**src/rtl/sd_pwrclk_ctrl.sv**
```systemverilog
module sd_pwrclk_ctrl #(
  parameter int DIV_W     = 10,
  parameter int WAKE_CLKS = 74,
  parameter int REG_W     = 16
) (
  input  logic             clk,
  input  logic             rst,
  input  logic             wr_en,
  input  logic             wr_addr,
  input  logic [REG_W-1:0] wr_data,
  input  logic             rd_addr,
  output logic [REG_W-1:0] rd_data,
  input  logic             bus_idle,
  output logic             card_clk,
  output logic             launch,
  output logic             if_enable,
  output logic             line_force,
  output logic             line_level,
  output logic [1:0]       bus_width,
  output logic             dir_pol,
  output logic [1:0]       pwr_state
);
  localparam int WK_W = $clog2(WAKE_CLKS + 1);
  localparam logic [1:0] ST_OFF = 2'b00;
  localparam logic [1:0] ST_CYC = 2'b10;
  localparam logic [1:0] ST_ON  = 2'b11;
  localparam int B_EDGE = DIV_W;
  localparam int B_SAVE = DIV_W + 1;
  localparam int B_W4   = DIV_W + 2;
  localparam int B_W8   = DIV_W + 3;
  localparam int B_POL  = 4;

  logic [1:0]       state_q;
  logic             pol_q;
  logic [DIV_W-1:0] div_q;
  logic             edge_q, save_q, w4_q, w8_q;
  logic [DIV_W-1:0] cnt_q;
  logic             ck_q;
  logic [WK_W-1:0]  wake_q;
  logic             run_q;

  logic is_on, bypass, run, tick, rise, clk_wr;

  assign is_on  = (state_q == ST_ON);
  assign bypass = (div_q == '0);
  assign run    = is_on & ~(save_q & bus_idle);
  assign tick   = run & ~bypass & (cnt_q == div_q - 1'b1);
  assign rise   = bypass ? run : (tick & ~ck_q);
  assign clk_wr = wr_en & wr_addr;

  always_ff @(posedge clk) begin
    if (rst) begin
      state_q <= ST_OFF;
      pol_q   <= 1'b0;
      div_q   <= '0;
      edge_q  <= 1'b0;
      save_q  <= 1'b0;
      w4_q    <= 1'b0;
      w8_q    <= 1'b0;
    end else if (wr_en) begin
      if (!wr_addr) begin
        if (wr_data[1:0] != 2'b01) begin
          state_q <= wr_data[1:0];
          pol_q   <= wr_data[B_POL];
        end
      end else begin
        div_q  <= wr_data[DIV_W-1:0];
        edge_q <= wr_data[B_EDGE];
        save_q <= wr_data[B_SAVE];
        w4_q   <= wr_data[B_W4];
        w8_q   <= wr_data[B_W8];
      end
    end
  end

  always_ff @(posedge clk) begin
    if (rst || !is_on) begin
      cnt_q <= '0;
      ck_q  <= 1'b0;
    end else if (clk_wr) begin
      cnt_q <= '0;
    end else if (run && !bypass) begin
      if (tick) begin
        cnt_q <= '0;
        ck_q  <= ~ck_q;
      end else begin
        cnt_q <= cnt_q + 1'b1;
      end
    end
  end

  always_ff @(posedge clk) begin
    if (rst || !is_on)
      wake_q <= '0;
    else if (rise && wake_q != WK_W'(WAKE_CLKS))
      wake_q <= wake_q + 1'b1;
  end

  always_ff @(negedge clk) begin
    if (rst) run_q <= 1'b0;
    else     run_q <= run & bypass;
  end

  always_comb begin
    case (state_q)
      ST_ON:   card_clk = bypass ? (clk & run_q) : ck_q;
      ST_CYC:  card_clk = 1'b0;
      default: card_clk = 1'b1;
    endcase
  end

  assign launch     = run & (bypass | (tick & (ck_q == edge_q)));
  assign if_enable  = is_on & (wake_q == WK_W'(WAKE_CLKS));
  assign line_force = ~is_on;
  assign line_level = (state_q == ST_OFF);
  assign bus_width  = w8_q ? 2'd2 : (w4_q ? 2'd1 : 2'd0);
  assign dir_pol    = pol_q;
  assign pwr_state  = state_q;

  always_comb begin
    rd_data = '0;
    if (rd_addr) begin
      rd_data[DIV_W-1:0] = div_q;
      rd_data[B_EDGE]    = edge_q;
      rd_data[B_SAVE]    = save_q;
      rd_data[B_W4]      = w4_q;
      rd_data[B_W8]      = w8_q;
    end else begin
      rd_data[1:0]  = state_q;
      rd_data[B_POL] = pol_q;
    end
  end
endmodule

```
**config.mk**
```make
export PLATFORM = sky130hd
export DESIGN_NAME = sd_pwrclk_ctrl
export DESIGN_NICKNAME = d
export VERILOG_FILES = /design/src/rtl/sd_pwrclk_ctrl.sv
export SDC_FILE = /design/constraint.sdc
export NUM_CORES = 1
export LEC_CHECK = 0
export ABC_AREA = 1
export BUFFER_PORTS_ARGS = -buffer_cell sky130_fd_sc_hd__buf_4
export CAP_MARGIN = 20
export CORE_UTILIZATION = 29
export DETAILED_ROUTE_END_ITERATION = 12
export PLACE_DENSITY_LB_ADDON = 0.15
export SYNTH_ARGS = -nofsm -noshare
export SYNTH_HDL_FRONTEND = slang
export SYNTH_SLANG_ARGS = --single-unit
```
**constraint.sdc**
```tcl
create_clock -name clk -period 2 [get_ports clk]
set_input_delay 0.1 -clock clk [delete_from_list [all_inputs] [get_ports clk]]
set_output_delay 0.1 -clock clk [all_outputs]
set_load 0.1 [all_outputs]
```
==> results of run 1 <==
per-stage QoR:
stage	TNS, ns	util [%]	hold slack [ns]	std cells	power, µW
2_1_floorplan	-1.43	-	0.235	353	1220
3_3_place_gp	-0.0279	38.6	0.337	512	1370
3_5_place_dp	-0.0653	38.6	0.352	512	1370
4_1_cts	-0.826	42.8	0.00174	537	2220
5_1_grt	-1.26	43.9	0.0425	539	2330
6_report	-0.755	43.9	0.0125	539	2210
layer usage:
layer	global-route usage, %	vias to the layer above	routed length, µm
li1	-	1287	-
met1	19.9	1084	2970
met2	29.3	54	2960
met3	3.73	7	208
met4	5.08	0	86
met5	0	-	0
cell families (layout without fill, tap and decap cells):
kind of cell	after synthesis	in the layout	synth area share (%)
other	1	2	0.160
xor gates and xnor gates	10	10	3.75
and+or+nand+nor	180	180	38.9
buffers and inverters	61	145	10.7
DFF	36	36	30.8
AOI/OAI and AO/OA	59	59	13.1
adders and majority gates	5	5	2.68
critical path: stages (launching register included):
cell and delay [ns]:
dfxtp_1 0.30, nand2_1 0.04, nand2_1 0.06, nand2_1 0.05, o21ai_2 0.17, buf_12 0.20
area by class of cell:
cell class,count,area share [%]
clock buffers,9,3.81
well taps,102,3.74
repair buffers,82,19.7
inverters,50,5.65
multi-input cells,256,44.2
flip-flops and latches,36,21.5
clock inverters,4,1.36
worst min path at each step:
stage          startpoint            to  slack (ns)  cells after the start
6_report       wr_data[0]      div_q[0]        0.01                      3
5_1_grt        wr_data[0]  pwr_state[0]        0.04                      3
2_1_floorplan  wr_data[4]       dir_pol        0.23                      2
4_1_cts        wr_data[0]      div_q[0]       0.002                      3
3_5_place_dp   wr_data[4]       dir_pol        0.35                      3
3_3_place_gp   wr_data[4]       dir_pol        0.34                      3
flip-flops by register name, indices dropped and copies added (netlist names), 2 cells and up:
signal and flops:
pwr_state 2, div_q 10, cnt_q 10, wake_q 7
power by group through the flow:
stage                     sequential, µW  combinational (µW)  clock [µW]
after global routing                 772                 659         902
final                                768                 608         836
after detailed placement             783                 572        20.5
after global placement               782                 571        20.5
after floorplan                      809                 390        18.6
after CTS                            766                 597         856
cells in the final DEF, fill, tap and decap left out, types with 3 or more instances in the layout:
master / count
nor2_1: 33
nand4_1: 7
nor3_1: 4
nor2_4: 10
clkbuf_8: 8
xnor2_1: 5
o21ai_1: 3
dfxtp_2: 4
nor3_2: 3
nand2_2: 10
dfxtp_1: 30
buf_4: 67
dlygate4sd3_1: 13
a21oi_1: 27
o21ai_0: 21
buf_12: 3
ha_1: 4
nand3_2: 3
inv_1: 47
xor2_1: 5
nand2_1: 75
nand3_1: 18
what timing repair did:
item | CTS | global route
setup buffers | 1 | 2
resized for setup | 8 | 22
hold buffers | 13 | 0
setup endpoints to repair | 5 | 22
hold endpoints to repair | 15 | 0
pin swaps | 1 | 12
Yosys cell counts, types with 2 or more instances:
library cell,n
dfxtp_1,36
nor3b_2,2
nor2_1,36
xnor2_1,5
inv_1,51
xor2_1,5
a21oi_1,29
ha_1,5
nand3_2,3
o21ai_1,2
nand2_1,81
nor3_2,2
o21ai_0,24
nand4_1,7
nor3_1,5
buf_4,3
clkbuf_1,5
nand2_2,6
nand2_4,2
nand3_1,20
nor3b_1,2
nor2_4,8
==> impl_metrics.xml, run 1 <==
<?xml version="1.0" encoding="UTF-8"?>
<metrics>
  <group name="outcome">
    <metric name="outcome" unit="">complete, but fails checks</metric>
    <metric name="failing_checks" unit="">negative setup slack</metric>
  </group>
  <group name="cts">
    <metric name="clk_pin_slew" unit="ns">0.07</metric>
    <metric name="cts_tree" unit="">built</metric>
    <metric name="worst_skew_pair.late_latency" unit="ns">0.46</metric>
  </group>
  <group name="route">
    <metric name="drt_iter0_drc" unit="">99</metric>
    <metric name="route.vias.total" unit="">2432</metric>
    <metric name="finalWirelength" unit="mm">6.23</metric>
    <metric name="drtAntennaViolNets" unit="">0</metric>
    <metric name="avgViaCountPerCell" unit="">4.51</metric>
    <metric name="first_pass_iters" unit="">4</metric>
    <metric name="drcViolationCount" unit="">0</metric>
    <metric name="wire_per_inst" unit="µm">11.6</metric>
  </group>
  <group name="setup_path">
    <metric name="crit_required" unit="ns">1.90</metric>
    <metric name="reg2reg_to" unit="">run_q</metric>
    <metric name="critPathCaptureType" unit="">output port</metric>
    <metric name="critPathLaunch" unit="">run_q</metric>
    <metric name="worstReg2RegStart" unit="">div_q[1]</metric>
    <metric name="timing.critical_path.from_type" unit="">register</metric>
    <metric name="worst-path-max-fanout" unit="">1</metric>
    <metric name="r2r_cells" unit="">6</metric>
    <metric name="type_of_the_worst_setup_path" unit="">register to output port</metric>
    <metric name="cp_data_arrival_time" unit="ns">2.29</metric>
    <metric name="worst_setup_path_endpoint" unit="">card_clk</metric>
    <metric name="timing.reg2reg.setup_slack" unit="ns">0.03</metric>
  </group>
  <group name="pwr">
    <metric name="leakagePower" unit="µW">0.00153</metric>
    <metric name="combinationalPowerShare" unit="%">27.5</metric>
    <metric name="pwr_density_cell" unit="nW/µm²">648</metric>
    <metric name="part_of_the_total_power_dissipated_in_sequential_elements" unit="%">34.7</metric>
    <metric name="swShare" unit="%">34.6</metric>
    <metric name="clock_power_share" unit="%">37.8</metric>
    <metric name="irDropWorstVdd" unit="V">0.000350</metric>
    <metric name="power_switching" unit="µW">766</metric>
    <metric name="internal-power" unit="µW">1450</metric>
  </group>
  <group name="sta">
    <metric name="final-setup-viol-count" unit="">3</metric>
    <metric name="min_period" unit="ns">2.39</metric>
    <metric name="achievable-frequency" unit="MHz">422</metric>
    <metric name="finalWorstSetupSlack" unit="ns">-0.385</metric>
    <metric name="rsz0062_at_grt" unit="">yes</metric>
    <metric name="clock_skew" unit="ns">0.0674</metric>
    <metric name="timing.final.crit_share" unit="%">119</metric>
    <metric name="final-hold-violation-count" unit="">0</metric>
    <metric name="timing_max_transition_violations_final" unit="">0</metric>
  </group>
  <group name="run">
    <metric name="maxCapViolations" unit="">0</metric>
  </group>
  <group name="layout">
    <metric name="sequential_cell_area" unit="µm²">733</metric>
    <metric name="drive_gt1_share" unit="%">31.1</metric>
    <metric name="insertedDiodeCount" unit="">0</metric>
    <metric name="stdcell_area" unit="µm²">3410</metric>
    <metric name="num-nets-final" unit="">463</metric>
    <metric name="multi_input_area" unit="µm²">1510</metric>
    <metric name="final.fill_count" unit="">857</metric>
    <metric name="synthToLayoutAreaGrowth" unit="%">46.0</metric>
  </group>
  <group name="place">
    <metric name="dp_worst_setup_slack" unit="ns">-0.0588</metric>
    <metric name="dp_hpwl" unit="mm">4.80</metric>
    <metric name="gp_congestion" unit="">0.822</metric>
    <metric name="detailed_place.area" unit="µm²">3000</metric>
    <metric name="buffer_ports.inserted" unit="">43</metric>
  </group>
  <group name="synthesis">
    <metric name="post-synth-top-area-cell" unit="">dfxtp_1</metric>
    <metric name="synth_cell_type_count" unit="">35</metric>
    <metric name="synth-seq-area-share" unit="%">30.8</metric>
    <metric name="yosys_register_bits" unit="">36</metric>
    <metric name="yosys_warnings" unit="">0</metric>
    <metric name="synthTopCellsByArea" unit="">dfxtp_1 (31%), nand2_1 (13%), inv_1 (8.2%)</metric>
    <metric name="synth_edf_count" unit="">0</metric>
    <metric name="synthesis.area" unit="µm²">2340</metric>
    <metric name="postSynth.asyncResetShare" unit="%">0</metric>
    <metric name="avgSynthCellArea" unit="µm²">6.64</metric>
    <metric name="synth_cells" unit="">352</metric>
    <metric name="synth-main-ff-cell" unit="">dfxtp_1</metric>
    <metric name="yosysTopAreaCellShare" unit="%">30.8</metric>
  </group>
  <group name="grt">
    <metric name="vias_in_the_first_global_route" unit="">2407</metric>
    <metric name="globalRoute.totalOverflow" unit="">0</metric>
    <metric name="grt_max_degree" unit="">26</metric>
    <metric name="groute.usage.overall" unit="%">16.6</metric>
    <metric name="grt_pass1_wl" unit="mm">11.0</metric>
    <metric name="grt_antenna_before_repair" unit="">0</metric>
  </group>
  <group name="floorplanning">
    <metric name="die_area" unit="µm²">8420</metric>
    <metric name="num_io_pins" unit="">48</metric>
    <metric name="die_x" unit="µm">91.8</metric>
    <metric name="start_util" unit="%">30.1</metric>
    <metric name="die_y" unit="µm">91.8</metric>
    <metric name="row_count" unit="">32</metric>
    <metric name="coreArea" unit="µm²">7770</metric>
  </group>
  <group name="min_path">
    <metric name="hp-class" unit="">input pin to register</metric>
  </group>
</metrics>
Note: power is estimated with default switching activity, not from simulation.
==> inputs of run 2 (changes only) <==
--- a/config.mk
+++ b/config.mk
@@ -11,6 +11,9 @@
 export CORE_UTILIZATION = 29
 export DETAILED_ROUTE_END_ITERATION = 12
 export PLACE_DENSITY_LB_ADDON = 0.15
+export RECOVER_POWER = 25
+export REMOVE_ABC_BUFFERS = 1
+export SKIP_CTS_REPAIR_TIMING = 1
 export SYNTH_ARGS = -nofsm -noshare
 export SYNTH_HDL_FRONTEND = slang
 export SYNTH_SLANG_ARGS = --single-unit
==> run 2 against run 1 <==
The run ends with negative hold slack, negative setup slack left. Register-to-register slack worse by 0.05 ns. Worst setup slack worse by 0.013 ns. Sequential share of layout area up 0.36 points. Critical path depth unchanged. Largest cell class unchanged.
==> impl_metrics.xml, run 2 (synthesized netlist as in run 1, its figures left out) <==
<?xml version="1.0" encoding="UTF-8"?>
<metrics>
  <group name="setup_path">
    <metric name="worst-path-max-fanout" unit="">1</metric>
    <metric name="worst_setup_path_endpoint" unit="">card_clk</metric>
    <metric name="worstReg2RegStart" unit="">div_q[0]</metric>
    <metric name="worstPathBufferInverterCount" unit="">1</metric>
    <metric name="type_of_the_worst_setup_path" unit="">register to output port</metric>
    <metric name="cp_data_arrival_time" unit="ns">2.30</metric>
    <metric name="critical_path.cell_chain" unit="">nand2_1 &gt; nand2_1 &gt; nand2_1 &gt; o21ai_2 &gt; buf_12</metric>
    <metric name="timing.critical_path.from_type" unit="">register</metric>
    <metric name="critical-path-top-delay-family" unit="">flip-flops</metric>
    <metric name="slowest_delay" unit="ns">0.31</metric>
    <metric name="cp_slowest_cell" unit="">dfxtp_2</metric>
    <metric name="critPathLaunch" unit="">run_q</metric>
    <metric name="reg2reg_to" unit="">run_q</metric>
    <metric name="crit_required" unit="ns">1.90</metric>
    <metric name="r2r_cells" unit="">7</metric>
    <metric name="critPathCaptureType" unit="">output port</metric>
    <metric name="cpMostUsedCell" unit="">nand2_1</metric>
    <metric name="number_of_logic_stages_on_the_critical_path_including_buffering" unit="">5</metric>
    <metric name="timing.reg2reg.setup_slack" unit="ns">-0.02</metric>
  </group>
  <group name="place">
    <metric name="gp_congestion" unit="">0.828</metric>
    <metric name="buffer_ports.inserted" unit="">43</metric>
    <metric name="placed_cells" unit="">518</metric>
    <metric name="detailed_place.area" unit="µm²">2960</metric>
    <metric name="dp_hpwl" unit="mm">4.66</metric>
  </group>
  <group name="cts">
    <metric name="cts_tree" unit="">built</metric>
    <metric name="worst_skew_pair.late_latency" unit="ns">0.47</metric>
    <metric name="clk_pin_slew" unit="ns">0.07</metric>
  </group>
  <group name="floorplanning">
    <metric name="die_area" unit="µm²">8420</metric>
    <metric name="row_count" unit="">32</metric>
    <metric name="die_x" unit="µm">91.8</metric>
    <metric name="num_io_pins" unit="">48</metric>
    <metric name="start_util" unit="%">30.1</metric>
    <metric name="die_y" unit="µm">91.8</metric>
    <metric name="coreArea" unit="µm²">7770</metric>
  </group>
  <group name="grt">
    <metric name="globalRoute.totalOverflow" unit="">0</metric>
    <metric name="vias_in_the_first_global_route" unit="">2202</metric>
    <metric name="grt_max_degree" unit="">26</metric>
    <metric name="grt_pass1_wl" unit="mm">9.98</metric>
    <metric name="grt_antenna_before_repair" unit="">0</metric>
    <metric name="groute.usage.overall" unit="%">15.2</metric>
  </group>
  <group name="layout">
    <metric name="num-nets-final" unit="">462</metric>
    <metric name="layoutNonFillerInstCount" unit="">538</metric>
    <metric name="biggestRegsByFlops" unit="">cnt_q: 10 flops, div_q: 10 flops, wake_q: 7 flops</metric>
    <metric name="drive_gt1_share" unit="%">31.4</metric>
    <metric name="stdcell_area" unit="µm²">3330</metric>
    <metric name="mostFrequentLayoutCell" unit="">nand2_1</metric>
    <metric name="synthToLayoutAreaGrowth" unit="%">42.7</metric>
    <metric name="layout.cells.most_common_list" unit="">nand2_1 (77), buf_4 (71), inv_1 (48)</metric>
    <metric name="insertedDiodeCount" unit="">0</metric>
  </group>
  <group name="route">
    <metric name="drcViolationCount" unit="">0</metric>
    <metric name="drtAntennaViolNets" unit="">0</metric>
    <metric name="drt_iter0_drc" unit="">49</metric>
    <metric name="route.vias.total" unit="">2369</metric>
    <metric name="avgViaCountPerCell" unit="">4.40</metric>
    <metric name="first_pass_iters" unit="">4</metric>
    <metric name="finalWirelength" unit="mm">6.13</metric>
    <metric name="wire_per_inst" unit="µm">11.4</metric>
  </group>
  <group name="pwr">
    <metric name="combinationalPowerShare" unit="%">28.4</metric>
    <metric name="irDropWorstVdd" unit="V">0.000346</metric>
    <metric name="clock_power_share" unit="%">35.8</metric>
    <metric name="fin_total_pwr" unit="µW">2130</metric>
    <metric name="power_switching" unit="µW">739</metric>
    <metric name="internal-power" unit="µW">1390</metric>
    <metric name="swShare" unit="%">34.7</metric>
    <metric name="part_of_the_total_power_dissipated_in_sequential_elements" unit="%">35.8</metric>
    <metric name="leakagePower" unit="µW">0.00156</metric>
    <metric name="pwr_density_cell" unit="nW/µm²">639</metric>
  </group>
  <group name="outcome">
    <metric name="outcome" unit="">complete, but fails checks</metric>
    <metric name="failing_checks" unit="">negative hold slack, negative setup slack</metric>
  </group>
  <group name="sta">
    <metric name="finalWorstSetupSlack" unit="ns">-0.398</metric>
    <metric name="timing_max_transition_violations_final" unit="">0</metric>
    <metric name="worst_hold_slack" unit="ns">-0.0471</metric>
    <metric name="clock_skew" unit="ns">0.0754</metric>
    <metric name="rsz0062_at_grt" unit="">yes</metric>
    <metric name="final-setup-viol-count" unit="">4</metric>
    <metric name="final-hold-violation-count" unit="">8</metric>
  </group>
  <group name="min_path">
    <metric name="hp-class" unit="">input pin to register</metric>
  </group>
  <group name="run">
    <metric name="maxCapViolations" unit="">0</metric>
  </group>
</metrics>
-- run 2: how the worst min path moves through the flow --
stage,from,slack [ns],to,cells past startpoint
after floorplan,wr_data[4],0.23,dir_pol,2
after global placement,wr_data[4],0.34,dir_pol,3
after detailed placement,wr_data[4],0.35,dir_pol,3
after CTS,wr_data[4],-0.07,dir_pol,3
after global routing,wr_data[0],0.01,div_q[0],3
final,wr_data[11],-0.05,save_q,3
-- run 2: power groups by stage --
| stage | registers (µW) | clock network, µW | logic (µW) |
|---|---|---|---|
| floorplan | 818 | 17.9 | 354 |
| global placement | 776 | 19.8 | 569 |
| detailed placement | 776 | 19.8 | 569 |
| CTS | 759 | 783 | 571 |
| global route | 765 | 821 | 655 |
| finish | 762 | 762 | 606 |
-- run 2: per-layer routing --
layer,part of all wire [%],track usage (%),up-vias
met4,2.3,8.46,0
met2,47,24.3,44
met3,2.7,3.40,14
li1,-,-,1286
met5,0,0,-
met1,48,18.8,1025
-- run 2: worst min-delay path, delay by kind of cell --
kind / cells / cell delay (ns)
AND/OR/NAND/NOR: 1 / 0.08
AO/OA/AOI/OAI: 1 / 0.07
buffers and inverters: 1 / 0.07
-- run 2: through the flow --
stage | setup TNS [ns] | utilization [%] | setup WS [ns]
final | -0.759 | 42.9 | -0.398
after detailed placement | -0.0514 | 38.1 | -0.0453
after CTS | -1.09 | 39.9 | -0.623
after global placement | -0.0270 | 38.1 | -0.0270
after floorplan | -29.20 | - | -3.08
after global routing | -1.17 | 42.9 | -0.488
-- run 2: layout make-up --
cell class	count	area (µm²)
clock inverters	1	3.75
well taps	102	128
fillers	828	4430
clock buffers	12	161
flip-flops and latches	36	728
repair buffers	81	634
multi-input cells	256	1490
inverters	50	193
